==> src/rtl/eeprom_resp_pkg.sv <==
// Package: shared widths, line-event type and the content fill rule for
// the bit-banged EEPROM responder. Assumes byte-wide storage.
package eeprom_resp_pkg;

    localparam int BYTE_W   = 8;
    // counter value at which the command byte is complete
    localparam int CMD_DONE = BYTE_W + 1;
    // counter value at which the address byte is complete
    localparam int ADR_DONE = 2 * BYTE_W + 1;
    localparam int CNT_W    = $clog2(ADR_DONE + 1);

    // classification of one host line update
    typedef struct packed {
        logic start;   // SDA fell with SCL high on both sides
        logic stop;    // SDA rose with SCL high on both sides
        logic rise;    // SCL went 0 -> 1
        logic steady;  // SDA kept its stored value
    } line_ev_t;

    // preload pattern of the content array
    function automatic logic [BYTE_W-1:0] fill_byte(input int unsigned a,
                                                    input int unsigned mul,
                                                    input int unsigned add);
        int unsigned v;
        v = a * mul + add;
        return v[BYTE_W-1:0];
    endfunction

endpackage

==> src/rtl/eeprom_line_watch.sv <==
// Line watcher: compares the stored SCL/SDA levels with a freshly written
// pair and classifies the update. Purely combinational; assumes the caller
// qualifies the result with its own write strobe.
module eeprom_line_watch
    import eeprom_resp_pkg::*;
(
    input  logic     scl_old,
    input  logic     sda_old,
    input  logic     scl_new,
    input  logic     sda_new,
    output line_ev_t ev
);

    logic scl_held_high;

    // SCL high before and after is the frame for start and stop
    assign scl_held_high = scl_old & scl_new;

    // build the event flags
    always_comb begin
        ev.start  = scl_held_high &  sda_old & ~sda_new;
        ev.stop   = scl_held_high & ~sda_old &  sda_new;
        ev.rise   = ~scl_old & scl_new;
        ev.steady = (sda_old == sda_new);
    end

endmodule

==> src/rtl/eeprom_content.sv <==
// Content array: 2**ADDR_W bytes filled at reset from the package fill
// rule, with a combinational read port. Assumes no write access is needed.
module eeprom_content
    import eeprom_resp_pkg::*;
#(
    parameter int          ADDR_W   = 8,
    parameter int unsigned FILL_MUL = 37,
    parameter int unsigned FILL_ADD = 91
) (
    input  logic              clk,
    input  logic              rst_n,
    input  logic [ADDR_W-1:0] rd_addr,
    output logic [BYTE_W-1:0] rd_data
);

    localparam int DEPTH = 1 << ADDR_W;

    logic [BYTE_W-1:0] mem [DEPTH];

    // one preload register per entry
    for (genvar gi = 0; gi < DEPTH; gi++) begin : g_cell
        // load the pattern value while reset is asserted
        always_ff @(posedge clk) begin
            if (!rst_n) begin
                mem[gi] <= fill_byte(gi, FILL_MUL, FILL_ADD);
            end
        end
    end

    // asynchronous read of the addressed entry
    assign rd_data = mem[rd_addr];

endmodule

==> src/rtl/eeprom_bit_seq.sv <==
// Bit sequencer: holds the stored line levels, the shared tick counter,
// command, address and data shift registers and the acknowledge flag, and
// applies one host update per strobe. Assumes ADDR_W >= 2 and that the
// content read port returns data in the same cycle.
module eeprom_bit_seq
    import eeprom_resp_pkg::*;
#(
    parameter int ADDR_W = 8
) (
    input  logic              clk,
    input  logic              rst_n,
    input  logic              upd,
    input  logic              scl_new,
    input  logic              sda_new,
    input  line_ev_t          ev,
    input  logic [BYTE_W-1:0] rom_data,
    output logic [ADDR_W-1:0] rom_addr,
    output logic              scl_q,
    output logic              sda_q,
    output logic [CNT_W-1:0]  tick_q,
    output logic              ack_q,
    output logic [BYTE_W-1:0] cmd_q
);

    localparam logic [CNT_W-1:0] TICK_ONE  = CNT_W'(1);
    localparam logic [CNT_W-1:0] TICK_CMD  = CNT_W'(CMD_DONE);
    localparam logic [CNT_W-1:0] TICK_ADR  = CNT_W'(ADR_DONE);
    localparam logic [CNT_W-1:0] TICK_LAST = CNT_W'(ADR_DONE - 1);
    localparam logic [CNT_W-1:0] TICK_CLST = CNT_W'(CMD_DONE - 1);

    logic [ADDR_W-1:0] addr_q, addr_n;
    logic [BYTE_W-1:0] data_q, data_n, cmd_n;
    logic [CNT_W-1:0]  tick_n;
    logic              scl_n, sda_n, ack_n;
    logic              awake;
    logic [ADDR_W-1:0] addr_shift;

    // a bit phase or a pending acknowledge keeps the sequencer awake
    assign awake      = (tick_q != '0) | ack_q;
    // address as it would be after taking the current bit
    assign addr_shift = {addr_q[ADDR_W-2:0], sda_new};
    assign rom_addr   = addr_shift;

    // next-state decision for one host update
    always_comb begin
        scl_n  = scl_q;
        sda_n  = sda_q;
        tick_n = tick_q;
        cmd_n  = cmd_q;
        addr_n = addr_q;
        data_n = data_q;
        ack_n  = ack_q;
        if (upd) begin
            scl_n = scl_new;
            sda_n = sda_new;
            if (ev.start) begin
                tick_n = TICK_ONE;
                cmd_n  = '0;
            end else if (!ev.stop && awake && ev.rise) begin
                if (ack_q) begin
                    sda_n = 1'b0;
                    ack_n = 1'b0;
                end else if (ev.steady) begin
                    if (tick_q < TICK_CMD) begin
                        cmd_n  = {cmd_q[BYTE_W-2:0], sda_new};
                        tick_n = tick_q + TICK_ONE;
                        if (tick_q == TICK_CLST) begin
                            ack_n = 1'b1;
                        end
                    end else if (tick_q < TICK_ADR) begin
                        if (cmd_q[0]) begin
                            sda_n = data_q[BYTE_W-1];
                        end
                        addr_n = addr_shift;
                        if (tick_q == TICK_LAST) begin
                            data_n = rom_data;
                            ack_n  = 1'b1;
                            tick_n = '0;
                        end else begin
                            data_n = {data_q[BYTE_W-2:0], 1'b0};
                            tick_n = tick_q + TICK_ONE;
                        end
                    end else begin
                        sda_n = 1'b0;
                    end
                end
            end
        end
    end

    // state registers with synchronous active-low reset to bus idle
    always_ff @(posedge clk) begin
        if (!rst_n) begin
            scl_q  <= 1'b1;
            sda_q  <= 1'b1;
            tick_q <= '0;
            cmd_q  <= '0;
            addr_q <= '0;
            data_q <= '0;
            ack_q  <= 1'b0;
        end else begin
            scl_q  <= scl_n;
            sda_q  <= sda_n;
            tick_q <= tick_n;
            cmd_q  <= cmd_n;
            addr_q <= addr_n;
            data_q <= data_n;
            ack_q  <= ack_n;
        end
    end

endmodule

==> src/rtl/eeprom_responder.sv <==
// Top: serial EEPROM responder driven by host-written line levels. Each
// lvl_wr pulse is one line update; sda_rd is the stored SDA level. Assumes
// the host changes SDA only while SCL is low except for start and stop.
module eeprom_responder
    import eeprom_resp_pkg::*;
#(
    parameter int          ADDR_W   = 8,
    parameter int unsigned FILL_MUL = 37,
    parameter int unsigned FILL_ADD = 91
) (
    input  logic clk,
    input  logic rst_n,
    input  logic lvl_wr,
    input  logic scl_lvl,
    input  logic sda_lvl,
    output logic sda_rd
);

    line_ev_t          ev;
    logic              line_scl;
    logic              line_sda;
    logic [CNT_W-1:0]  tick_q;
    logic              ack_q;
    logic [BYTE_W-1:0] cmd_q;
    logic [ADDR_W-1:0] rom_addr;
    logic [BYTE_W-1:0] rom_data;

    eeprom_line_watch u_watch (
        .scl_old (line_scl),
        .sda_old (line_sda),
        .scl_new (scl_lvl),
        .sda_new (sda_lvl),
        .ev      (ev)
    );

    eeprom_content #(
        .ADDR_W   (ADDR_W),
        .FILL_MUL (FILL_MUL),
        .FILL_ADD (FILL_ADD)
    ) u_content (
        .clk     (clk),
        .rst_n   (rst_n),
        .rd_addr (rom_addr),
        .rd_data (rom_data)
    );

    eeprom_bit_seq #(
        .ADDR_W (ADDR_W)
    ) u_seq (
        .clk      (clk),
        .rst_n    (rst_n),
        .upd      (lvl_wr),
        .scl_new  (scl_lvl),
        .sda_new  (sda_lvl),
        .ev       (ev),
        .rom_data (rom_data),
        .rom_addr (rom_addr),
        .scl_q    (line_scl),
        .sda_q    (line_sda),
        .tick_q   (tick_q),
        .ack_q    (ack_q),
        .cmd_q    (cmd_q)
    );

    // the host sees the stored data line level
    assign sda_rd = line_sda;

endmodule

==> config.mk <==
export PLATFORM = sky130hd
export DESIGN_NAME = eeprom_responder
export DESIGN_NICKNAME = d
export VERILOG_FILES = /design/src/rtl/eeprom_resp_pkg.sv /design/src/rtl/eeprom_line_watch.sv /design/src/rtl/eeprom_content.sv /design/src/rtl/eeprom_bit_seq.sv /design/src/rtl/eeprom_responder.sv
export SDC_FILE = /design/constraint.sdc
export NUM_CORES = 1
export LEC_CHECK = 0
export BUFFER_PORTS_ARGS = -buffer_cell sky130_fd_sc_hd__buf_2
export CAP_MARGIN = 10
export CORE_MARGIN = 2
export CORE_UTILIZATION = 59
export CTS_BUF_LIST = sky130_fd_sc_hd__clkbuf_4 sky130_fd_sc_hd__clkbuf_8
export CTS_CLUSTER_SIZE = 14
export DETAILED_ROUTE_END_ITERATION = 6
export PLACE_DENSITY = 0.84
export RECOVER_POWER = 50
export REMOVE_ABC_BUFFERS = 1
export SYNTH_ARGS = -nofsm -noshare
export SYNTH_HDL_FRONTEND = slang
export SYNTH_SLANG_ARGS = --single-unit
==> constraint.sdc <==
create_clock -name clk -period 2.13 [get_ports clk]
set_input_delay 0.1065 -clock clk [delete_from_list [all_inputs] [get_ports clk]]
set_output_delay 0.1065 -clock clk [all_outputs]
set_load 0.005 [all_outputs]
Yosys cells after proc, flatten, opt, wreduce, memory -nomap -nowiden
Memory sizes are Yosys's and may differ from the RTL's.
Cells that the tools add are included.
{ "word_totals": {"reg_bits": 24, "ram_bits": 2048, "output_inout_bits": 1, "n_memories": 1} }
{ "op_classes": {"addsub": 1, "n_lt_le_gt_ge": 2, "n_eq_ne": 4, "muxes": 27, "bitwise_logic": 13, "reduce_logical": 12} }
{ "mem_list": {"columns": ["name", "depth", "word_bits", "rd", "rd_ports_with_merged_regs", "write_ports", "line_no", "source"], "rows": [
  ["u_content.mem", 256, 8, 1, 0, 256, "eeprom_content.sv:18", "logic [BYTE_W-1:0] mem [DEPTH];"]
]} }
{ "ops": {"columns": ["cell", "count"], "rows": [
  ["5-bit two-way mux", 7],
  ["1-bit two-way mux", 19],
  ["5-bit AND reduction", 2],
  ["8-bit two-way mux", 1],
  ["7-bit AND reduction", 1],
  ["1-bit AND", 6],
  ["1-bit inverter", 6],
  ["2-bit nonzero test", 3],
  ["5-bit by 1-bit adder with 5-bit output, second input constant", 1],
  ["5-bit by 4-bit equality test with 1-bit output, second input constant", 1],
  ["5-bit equality test, second input constant", 1],
  ["5-bit by 4-bit < comparator with 1-bit output, second input constant", 1],
  ["5-bit < comparator, second input constant", 1],
  ["5-bit nonzero test", 1],
  ["3-bit AND reduction", 1],
  ["3-bit nonzero test", 1],
  ["1-bit logical AND", 2],
  ["2-bit inequality test, second input constant", 1],
  ["1-bit equality test", 1],
  ["1-bit zero test", 1],
  ["1-bit bitwise OR", 1]
]} }

Longest topological paths before layout
Gate-level depths: netlist of run 1.
{ "depth": {"ltp_word": 8, "depth_mapped": 9, "mapped_depth_nobuf": 8} }

Cells and area by module
Synthesis of run 1 repeated with hierarchy kept, for this count alone.
{ "hier_totals": {"hier_cells": 332, "area_unflattened_um2": 2678.8} }
{ "by_module_without_submodules": {"columns": ["module", "n_inst", "cells_per_inst", "area_per_inst_um2", "seq_area_each_um2"], "rows": [
  ["eeprom_bit_seq", 1, 158, 1581.5, 620.6],
  ["eeprom_content", 1, 170, 1062.3, 0.0],
  ["eeprom_line_watch", 1, 4, 35.0, 0.0]
]} }

Least setup slack after synthesis of run 1
Ideal clock, no wire load.
{ "synth_path": {"path_type": "reg-to-reg", "from": "reg u_seq.addr_q[0]", "to": "reg u_seq.data_q[6]", "setup_ps": 116, "t_arrival_ps": 2150, "slack_ps": -135, "stages_incl_launch_ff": 10, "synth_period_minus_slack_ps": 2265, "cell_sequence": "dfxtp_1 clkbuf_1 inv_1 ha_1 nor2b_1 or3_1 a211o_1 a31oi_1 o311a_1 nor2_1"} }
{ "synth_between": {"elab_chain_len": 2} }
{ "synth_lines": {"columns": ["item", "line_no", "source"], "rows": [
  ["start: declaration", "eeprom_bit_seq.sv:31", "logic [ADDR_W-1:0] addr_q, addr_n;"],
  ["start signal: assignment", "eeprom_bit_seq.sv:106", "addr_q <= addr_n;"],
  ["memory read 256 x 8 bit", null, null],
  ["8-bit two-way mux", "eeprom_bit_seq.sv:75", "if (tick_q == TICK_LAST) begin"],
  ["end signal: assignment", "eeprom_bit_seq.sv:107", "data_q <= data_n;"],
  ["end: declaration", "eeprom_bit_seq.sv:32", "logic [BYTE_W-1:0] data_q, data_n, cmd_n;"]
]} }
Every way passes these cells.
A chain may end at the register's enable or synchronous reset.

Worst setup path after layout of run 1
{ "layout_path": {"from": "reg u_seq.tick_q[1]", "to": "reg u_seq.tick_q[3]"} }
{ "layout_between": {"elab_chain_len": 8, "elab_cells_between_ends": 18, "cone_classes": "add/sub: 1; order compare: 2; eq/ne: 1; mux: 7; bitwise: 1; reduce/logical: 6"} }
{ "layout_lines": {"columns": ["item", "line_no", "source"], "rows": [
  ["start: declaration", "eeprom_bit_seq.sv:20", "output logic [CNT_W-1:0] tick_q,"],
  ["start signal: assignment", "eeprom_bit_seq.sv:104", "tick_q <= tick_n;"],
  ["5-bit by 1-bit adder with 5-bit output / 5-bit equality test (equally long branches)", "eeprom_bit_seq.sv:66, eeprom_bit_seq.sv:81, eeprom_bit_seq.sv:75", null],
  ["5-bit two-way mux", "eeprom_bit_seq.sv:75", null],
  ["5-bit two-way mux", "eeprom_bit_seq.sv:70", "end else if (tick_q < TICK_ADR) begin"],
  ["5-bit two-way mux", "eeprom_bit_seq.sv:64", "if (tick_q < TICK_CMD) begin"],
  ["5-bit two-way mux", "eeprom_bit_seq.sv:63", "end else if (ev.steady) begin"],
  ["5-bit two-way mux", "eeprom_bit_seq.sv:60", "if (ack_q) begin"],
  ["5-bit two-way mux", "eeprom_bit_seq.sv:59", "end else if (!ev.stop && awake && ev.rise) begin"],
  ["5-bit two-way mux", "eeprom_bit_seq.sv:56", "if (ev.start) begin"]
]} }
Several ways; a longest one is shown, not always the timed one. The select of a mux whose other input is x is not followed.

==> results.sh, run 1 <==
export IMPL_crit_buf_inv=2
export IMPL_cp_max_fo=6
export IMPL_synth_seq_cells=24
export IMPL_worstPathRequired_ns=2.34
export IMPL_ys_warn_count=0
export IMPL_clock_path_buffers=2
export IMPL_core_area_um2=3606
export IMPL_slowest_stage="or4_1"
export IMPL_wl_met1_um=2522
export IMPL_routed_via_density=6.465
export IMPL_grt_pass1_wl_um=10250
export IMPL_routedWlPerCell_um=16.86
export IMPL_r2r_start="u_seq.tick_q[1]"
export IMPL_synthCells=298
export IMPL_clk_latency_ns=0.28
export IMPL_hpwl_um=4333
export IMPL_fin_tns_setup_ns=0
export IMPL_top_layer_used="met4"
export IMPL_arrival_ns=2.23
export IMPL_slew_headroom_pct=66.43
export IMPL_total_power_mw=0.9731
export IMPL_htreeDepth=1
export IMPL_fmax_mhz=495.0
export IMPL_seqPwrFrac_pct=47.0
export IMPL_comb_power_share_pct=9.6
export IMPL_power_density_nw_per_um2=396.8
export IMPL_clkSinkCount=24
export IMPL_antenna_cells=0
export IMPL_synth_common_cells="nand2_1 (42), dfxtp_1 (24), o21ai_0 (20)"
export IMPL_internal_power_mw=0.7441
export IMPL_irDropWorstVdd_mv=0.3524
export IMPL_nets=323
export IMPL_setup_viol=0
export IMPL_num_io_pins=6
export IMPL_cp_startpoint="u_seq.tick_q[1]"
export IMPL_synth_ff_type="dfxtp_1"
export IMPL_syn_area_per_cell_um2=7.364
export IMPL_first_pass_iters=5
export IMPL_grt_pass1_vias=2177
export IMPL_dieArea_um2=4224
export IMPL_period_share_pct=94.85
export IMPL_drv_slew=0
export IMPL_cts_tree="built"
export IMPL_grt_setup_unrepaired="no"
export IMPL_synth_edff_count=0
export IMPL_die_x_um=64.99
export IMPL_critical_path_class="flop to flop"
export IMPL_cts_buffers=3
export IMPL_crit_chain="inv_1 > ha_1 > nor3b_2 > nand2_1 > buf_4 > nand2_1 > or4_1 > a31oi_1"
export IMPL_clk_pin_slew_ns=0.09
export IMPL_p_clk_share_pct=43.4
export IMPL_numPortBuffers=5
export IMPL_max_cap_violations=0
export IMPL_vias=2295
export IMPL_crit_path_frequent_cell="nand2_1"
export IMPL_drive_above_1_share_pct=15.96
export IMPL_root_buffer="clkbuf_8"
export IMPL_critPathCaptureType="flop"
export IMPL_met2WireLength_um=2900
export IMPL_synth_distinct_cells=59
export IMPL_ant_nets=0
export IMPL_gp_congestion=0.9828
export IMPL_swShare_pct=23.54
export IMPL_grt_overflow_total=0
export IMPL_start_kind="flop"
export IMPL_rows=22
export IMPL_synth_area_um2=2195
export IMPL_grt_max_degree=27
export IMPL_whs_ns=0.08356
export IMPL_fill_cells=315
export IMPL_final_core_util_pct=68.01
export IMPL_min_delay_start="scl_lvl"
export IMPL_status="completed"
export IMPL_synthArstFlopShare_pct=0
export IMPL_slowest_delay_ns=0.48
export IMPL_synth_top_area_share_pct=21.89
export IMPL_grtUsageTotal_pct=30.80
export IMPL_drc=0
export IMPL_yosysMostFrequentCell="nand2_1"
export IMPL_crit_family="simple AND/OR/NAND/NOR gates"
export IMPL_clock_skew_ns=0.007228
export IMPL_grt_antenna_before_repair=0
export IMPL_p_sw_mw=0.2290
export IMPL_wl_um=5984
export IMPL_ys_top_cells_by_area="dfxtp_1 (22%), nand2_1 (7.2%), ha_1 (5.7%), o21ai_0 (4.6%), o211ai_1 (4.1%)"
export IMPL_pre_cts_ws_ns=0.05419
export IMPL_synth_largest_area_cell="dfxtp_1"
export IMPL_hold_violations=0
export IMPL_worst_slew_pin_slew_ns=0.4971
export IMPL_ys_seq_area_share_pct=21.89
export IMPL_syn2layout_area_growth_pct=11.74
export IMPL_die_height_um=64.99
export IMPL_fin_crit_ns=2.020
export IMPL_start_util_pct=60.86
export IMPL_dr_first_iter_drc_count=260
export IMPL_min_path_type="primary input to flop"
export IMPL_p_leak_nw=0.8819
export IMPL_route_met3_wl_um=382
export IMPL_setup_ws_ns=0.1096
[logic make-up (layout without fill, tap and decap cells)]
group	after synthesis	in the layout	synth area share, %
mux	7	7	4.903
xor+xnor	2	2	0.7983
compound gates	97	97	29.93
buf+inv	35	44	6.613
simple gates	123	123	30.16
flops	24	24	21.89
fa+ha+maj	10	10	5.701
[tightest hold or removal path, cell delays in order]
cell     delay [ns]
buf_2          0.10
mux2i_1        0.07
nand2_1        0.06
[power by group through the flow]
stage | logic [mW] | clock network, mW | registers (mW)
finish | 0.0938 | 0.422 | 0.457
global route | 0.102 | 0.438 | 0.458
CTS | 0.0927 | 0.424 | 0.457
detailed placement | 0.0919 | 0 | 0.468
global placement | 0.0908 | 0 | 0.467
floorplan | 0.0552 | 0 | 0.467
[path summary, 6_finish.rpt]
kind | slack [ns] | to | cells after the start
max | 0.11 | u_seq.tick_q[3] | 8
min | 0.08 | u_seq.scl_q | 3
max reg2reg | 0.11 | u_seq.tick_q[3] | 8
min reg2reg | 0.47 | u_seq.data_q[2] | 2
[repair_timing]
action                     4_1_cts  5_1_grt
gates resized for setup          1        6
setup endpoints to repair        1        6
hold buffers                     0        0
hold endpoints to repair         0        0
setup buffers                    0        2
[state kept, by name, indices dropped and copies added, names as in the netlist]
signal	flops
u_seq.data_q	8
u_seq.addr_q	7
u_seq.sda_q	1
u_seq.scl_q	1
u_seq.tick_q	5
u_seq.cmd_q	1
u_seq.ack_q	1
[layout make-up]
cell class,instances,area [um2],share of cell area (%)
clock buffers,3,41.29,1.684
clock inverters,1,30.03,1.224
inverters,11,41.29,1.684
multi-input cells,239,1565,63.83
flip-flops and latches,24,484.2,19.74
well taps,48,60.06,2.449
repair buffers,29,230.2,9.388
[stage by stage]
step	cells	instance area [um2]
2_1_floorplan	274	2091
3_3_place_gp	349	2366
3_5_place_dp	349	2366
4_1_cts	353	2442
5_1_grt	355	2452
6_report	355	2452
[per-layer routing]
layer | global-route usage (%) | vias to the layer above
met5 | 0 | -
met3 | 3.993 | 18
met1 | 39.70 | 1059
met2 | 52.84 | 104
met4 | 10.37 | 0
li1 | - | 1114
[layout by cell type, fill, tap and decap left out, drive strengths merged, types with 7 or more instances in the layout]
cell type	n
ha	10
a21oi	17
nand3	12
nor2	15
o211ai	12
nor2b	13
o21ai	23
and3	7
nand2	42
buf	28
inv	9
a21boi	10
dfxtp	24
Note: power is estimated with default switching activity, not from simulation.
==> inputs of run 2 (changes only) <==
CORE_UTILIZATION = 50   (was 59)
PLACE_DENSITY = 0.74   (was 0.84)
==> run 2 against run 1 <==
Global-route usage down 6.9 points. Non-clock buffer count shrank 2. Critical path depth decreased by 1. Core utilization decreased by 12 points.
==> results.sh, run 2 (synthesis results as in run 1) <==
export IMPL_clk_latency_ns=0.27
export IMPL_routed_via_density=6.401
export IMPL_core_area_um2=4294
export IMPL_cp_max_fo=14
export IMPL_largest_reg_flops=8
export IMPL_numPortBuffers=5
export IMPL_arrival_ns=2.25
export IMPL_vias=2285
export IMPL_clk_pin_slew_ns=0.09
export IMPL_placed_area_um2=2346
export IMPL_ant_nets=0
export IMPL_dr_first_iter_drc_count=247
export IMPL_regArea_um2=483.0
export IMPL_start_kind="flop"
export IMPL_max_cap_violations=0
export IMPL_grt_overflow_total=0
export IMPL_wl_um=5654
export IMPL_fin_crit_ns=2.032
export IMPL_setup_viol=0
export IMPL_final_cells=357
export IMPL_clock_path_buffers=2
export IMPL_worstPathRequired_ns=2.34
export IMPL_nets=321
export IMPL_worst_slew_pin_slew_ns=0.3982
export IMPL_irDropWorstVdd_mv=0.2656
export IMPL_gp_congestion=0.9151
export IMPL_period_share_pct=95.39
export IMPL_multi_input_area_um2=1572
export IMPL_start_util_pct=51.11
export IMPL_power_density_nw_per_um2=398.0
export IMPL_first_pass_iters=6
export IMPL_clock_skew_ns=0.002692
export IMPL_final_cell_mix="nand2_1 (42), buf_4 (22), dfxtp_1 (22), o21ai_0 (20), a21oi_1 (17)"
export IMPL_drc=0
export IMPL_htreeDepth=1
export IMPL_crit_family="simple AND/OR/NAND/NOR gates"
export IMPL_cts_tree="built"
export IMPL_min_path_type="primary input to flop"
export IMPL_grt_setup_unrepaired="no"
export IMPL_grt_max_degree=20
export IMPL_routedWlPerCell_um=15.84
export IMPL_die_height_um=70.25
export IMPL_hold_violations=0
export IMPL_crit_chain="or3_1 > o22ai_1 > nand3_1 > buf_4 > a211oi_1 > a21oi_1 > nor2b_1"
export IMPL_p_leak_nw=0.8728
export IMPL_critical_path_class="flop to flop"
export IMPL_grtUsageTotal_pct=23.95
export IMPL_drv_slew=0
export IMPL_antenna_cells=0
export IMPL_rows=24
export IMPL_fmax_mhz=492.2
export IMPL_critPathCaptureType="flop"
export IMPL_clkSinkCount=24
export IMPL_slowest_delay_ns=0.44
export IMPL_grt_pass1_wl_um=9853
export IMPL_cts_buffers=3
export IMPL_final_common_cell="nand2_1"
export IMPL_drive_above_1_share_pct=14.75
export IMPL_crit_buf_inv=1
export IMPL_num_io_pins=6
export IMPL_slowest_stage="or3_1"
export IMPL_total_power_mw=0.9635
export IMPL_hpwl_um=4227
export IMPL_dp_cells=353
export IMPL_syn2layout_area_growth_pct=10.32
export IMPL_slew_headroom_pct=73.25
export IMPL_grt_pass1_vias=2085
export IMPL_dieArea_um2=4935
export IMPL_regMostFlops="u_seq.data_q"
export IMPL_status="completed"
export IMPL_die_x_um=70.25
export IMPL_grt_antenna_before_repair=0
export IMPL_reg_top3="u_seq.data_q (8), u_seq.addr_q (7), u_seq.tick_q (5)"
export IMPL_fill_cells=409
export IMPL_final_area_um2=2421
export IMPL_root_buffer="clkbuf_8"
run 2: through the flow:
stage / setup slack [ns] / hold WS, ns / util [%] / setup TNS (ns)
after floorplan: -0.2088 / 0.1684 / - / -0.2300
after CTS: 0.04313 / 0.08714 / 56.29 / 0
after detailed placement: 0.08350 / 0.3727 / 54.63 / 0
after global routing: 0.006394 / 0.1009 / 56.38 / 0
after global placement: 0.07583 / 0.3618 / 54.63 / 0
final: 0.09824 / 0.09825 / 56.38 / 0
run 2: area by class of cell:
| type | instances | share of cell area, % |
|---|---|---|
| multi-input cells | 239 | 64.91 |
| inverters | 11 | 1.705 |
| clock inverters | 1 | 1.240 |
| flip-flops and latches | 24 | 19.95 |
| clock buffers | 3 | 1.705 |
| well taps | 52 | 2.687 |
| repair buffers | 27 | 7.804 |
run 2: power by group:
part           internal (mW)  total (mW)  leakage (nW)  switching (mW)
Combinational         0.0396      0.0932         0.642          0.0536
Clock                  0.252       0.413        0.0357           0.162
Sequential             0.452       0.457         0.195         0.00510
run 2: tightest hold or removal path: cells and delay by family:
kind | cells | cell delay [ns]
buffers and inverters | 1 | 0.11
AND/OR/NAND/NOR | 1 | 0.06
multiplexers | 1 | 0.07
run 2: worst paths after layout:
check	startpoint	end	slack (ns)	depth (start not counted)
max	u_seq.tick_q[0]	u_seq.data_q[3]	0.1	7
min	scl_lvl	u_seq.scl_q	0.1	3
max reg2reg	u_seq.tick_q[0]	u_seq.data_q[3]	0.1	7
min reg2reg	u_seq.data_q[1]	u_seq.data_q[1]	0.46	2
run 2: what timing repair did:
action / 4_1_cts / 5_1_grt
hold buffers: 0 / 0
setup buffers: 0 / 0
gates resized for setup: 0 / 5
endpoints found under the setup margin: 0 / 11
run 2: layer usage:
layer / share of wire, % / track usage (%)
met1: 46 / 35.96
met3: 8.1 / 2.597
met4: 1.3 / 6.410
met2: 45 / 36.27
met5: 0 / 0
==> inputs of run 3 (changes only) <==
CORE_UTILIZATION = 38   (was 50)
PLACE_DENSITY = 0.6   (was 0.74)
==> run 3 against run 2 <==
First-iteration DRC count decreased by 26%. Total power increased by 0.67%. Fmax increased by 0.11%. Combinational power increased by 0.9%. Register-to-register slack about the same. Core utilization decreased by 11 points. Global-route usage decreased by 3.4 points. Hold slack got worse by 0.019 ns. Flip-flop and latch count unchanged. Sequential share of layout area decreased by 0.80 points. Clock-buffer cell count unchanged. Critical path type unchanged.
==> results.sh, run 3 (synthesis results as in run 1) <==
export IMPL_status="completed"
export IMPL_period_share_pct=95.28
export IMPL_regMostFlops="u_seq.data_q"
export IMPL_final_area_um2=2529
export IMPL_crit_buf_inv=1
export IMPL_crit_chain="inv_1 > ha_2 > nor2b_1 > or3_1 > a211o_1 > a31oi_1 > o311a_1 > nor2_1"
export IMPL_clkSinkCount=24
export IMPL_rows=27
export IMPL_syn2layout_area_growth_pct=15.22
export IMPL_gr_usage_met1_pct=30.25
export IMPL_clock_path_buffers=2
export IMPL_final_cells=387
export IMPL_dp_cells=383
export IMPL_grt_pass1_vias=2156
export IMPL_p_leak_nw=0.9190
export IMPL_worstPathRequired_ns=2.31
export IMPL_vias=2311
export IMPL_setup_viol=0
export IMPL_reg2reg_depth=8
export IMPL_cp_startpoint="u_seq.addr_q[0]"
export IMPL_hpwl_um=4600
export IMPL_final_common_cell="nand2_1"
export IMPL_grt_antenna_before_repair=0
export IMPL_grt_pass1_wl_um=10500
export IMPL_r2r_start="u_seq.addr_q[0]"
export IMPL_routedWlPerCell_um=15.68
export IMPL_grt_max_degree=16
export IMPL_worst_slew_pin_slew_ns=0.4246
export IMPL_cp_max_fo=4
export IMPL_routed_via_density=5.972
export IMPL_reg_top3="u_seq.data_q (8), u_seq.addr_q (7), u_seq.tick_q (5)"
export IMPL_min_path_type="primary input to flop"
export IMPL_total_power_mw=0.9700
export IMPL_irDropWorstVdd_mv=0.3610
export IMPL_root_buffer="clkbuf_8"
export IMPL_max_cap_violations=0
export IMPL_clk_pin_slew_ns=0.10
export IMPL_ant_nets=0
export IMPL_grt_busiest_layer="met2"
export IMPL_drc=0
export IMPL_placed_area_um2=2446
export IMPL_core_area_um2=5540
export IMPL_dieArea_um2=6399
export IMPL_drv_slew=0
export IMPL_gp_congestion=0.9171
export IMPL_dr_first_iter_drc_count=182
export IMPL_worstHoldPathCells=2
export IMPL_setup_ws_ns=0.1005
export IMPL_wl_um=6069
export IMPL_htreeDepth=1
export IMPL_numPortBuffers=5
export IMPL_whs_ns=0.07926
export IMPL_arrival_ns=2.21
export IMPL_pre_cts_ws_ns=-0.002385
export IMPL_crit_family="compound AO/OA/AOI/OAI gates"
export IMPL_final_cell_mix="nand2_1 (42), buf_4 (31), dfxtp_1 (21), o21ai_0 (20), a21oi_1 (17)"
export IMPL_power_density_nw_per_um2=383.6
export IMPL_grt_overflow_total=0
export IMPL_first_pass_iters=4
export IMPL_final_core_util_pct=45.64
export IMPL_num_io_pins=6
export IMPL_fin_tns_setup_ns=0
export IMPL_met3_usage_pct=2.262
export IMPL_slew_headroom_pct=71.48
export IMPL_nets=331
export IMPL_cts_tree="built"
export IMPL_cts_buffers=3
export IMPL_drive_above_1_share_pct=18.73
export IMPL_die_height_um=80.00
export IMPL_gr_usage_met2_pct=31.92
export IMPL_grtUsageTotal_pct=20.58
export IMPL_crit_cells=8
export IMPL_slowest_delay_ns=0.37
export IMPL_critPathCaptureType="flop"
export IMPL_largest_reg_flops=8
export IMPL_slowest_stage="dfxtp_1"
export IMPL_clk_latency_ns=0.28
export IMPL_fmax_mhz=492.7
export IMPL_grt_setup_unrepaired="no"
export IMPL_start_util_pct=39.61
export IMPL_min_delay_start="rst_n"
export IMPL_fin_crit_ns=2.029
export IMPL_start_kind="flop"
export IMPL_antenna_cells=0
export IMPL_die_x_um=80.00
export IMPL_hold_violations=0
export IMPL_clock_skew_ns=0.006302
export IMPL_critical_path_class="flop to flop"
[run 3: report_power, final]
| group | switching, mW | total [mW] | internal (mW) |
|---|---|---|---|
| Combinational | 0.0535 | 0.0940 | 0.0405 |
| Clock | 0.167 | 0.419 | 0.252 |
| Sequential | 0.00536 | 0.457 | 0.452 |
[run 3: layout make-up]
type                       count  area (um2)
tap                           72       90.09
clock inverter                 1       30.03
sequential                    24       484.2
timing repair buffer          37       261.5
fill                         576        3012
inverter                      11       41.29
multi-input combinational    239        1580
clock buffer                   3       41.29
[run 3: final timing paths]
path,endpoint,slack (ns)
hold / removal,u_seq.scl_q,0.08
setup / recovery,u_seq.data_q[6],0.10
setup reg to reg,u_seq.data_q[6],0.10
hold reg to reg,u_seq.data_q[4],0.47
[run 3: per-layer routing]
layer | routed length (um) | share of wire, %
met1 | 3007 | 50
met5 | 0 | 0
met4 | 47 | 0.77
met3 | 236 | 3.9
met2 | 2778 | 46
[run 3: repair_timing]
action | 4_1_cts | 5_1_grt
setup endpoints to repair | 1 | 5
setup buffers | 0 | 0
hold buffers | 0 | 0
gates cloned | 0 | 0
gates resized for setup | 1 | 6
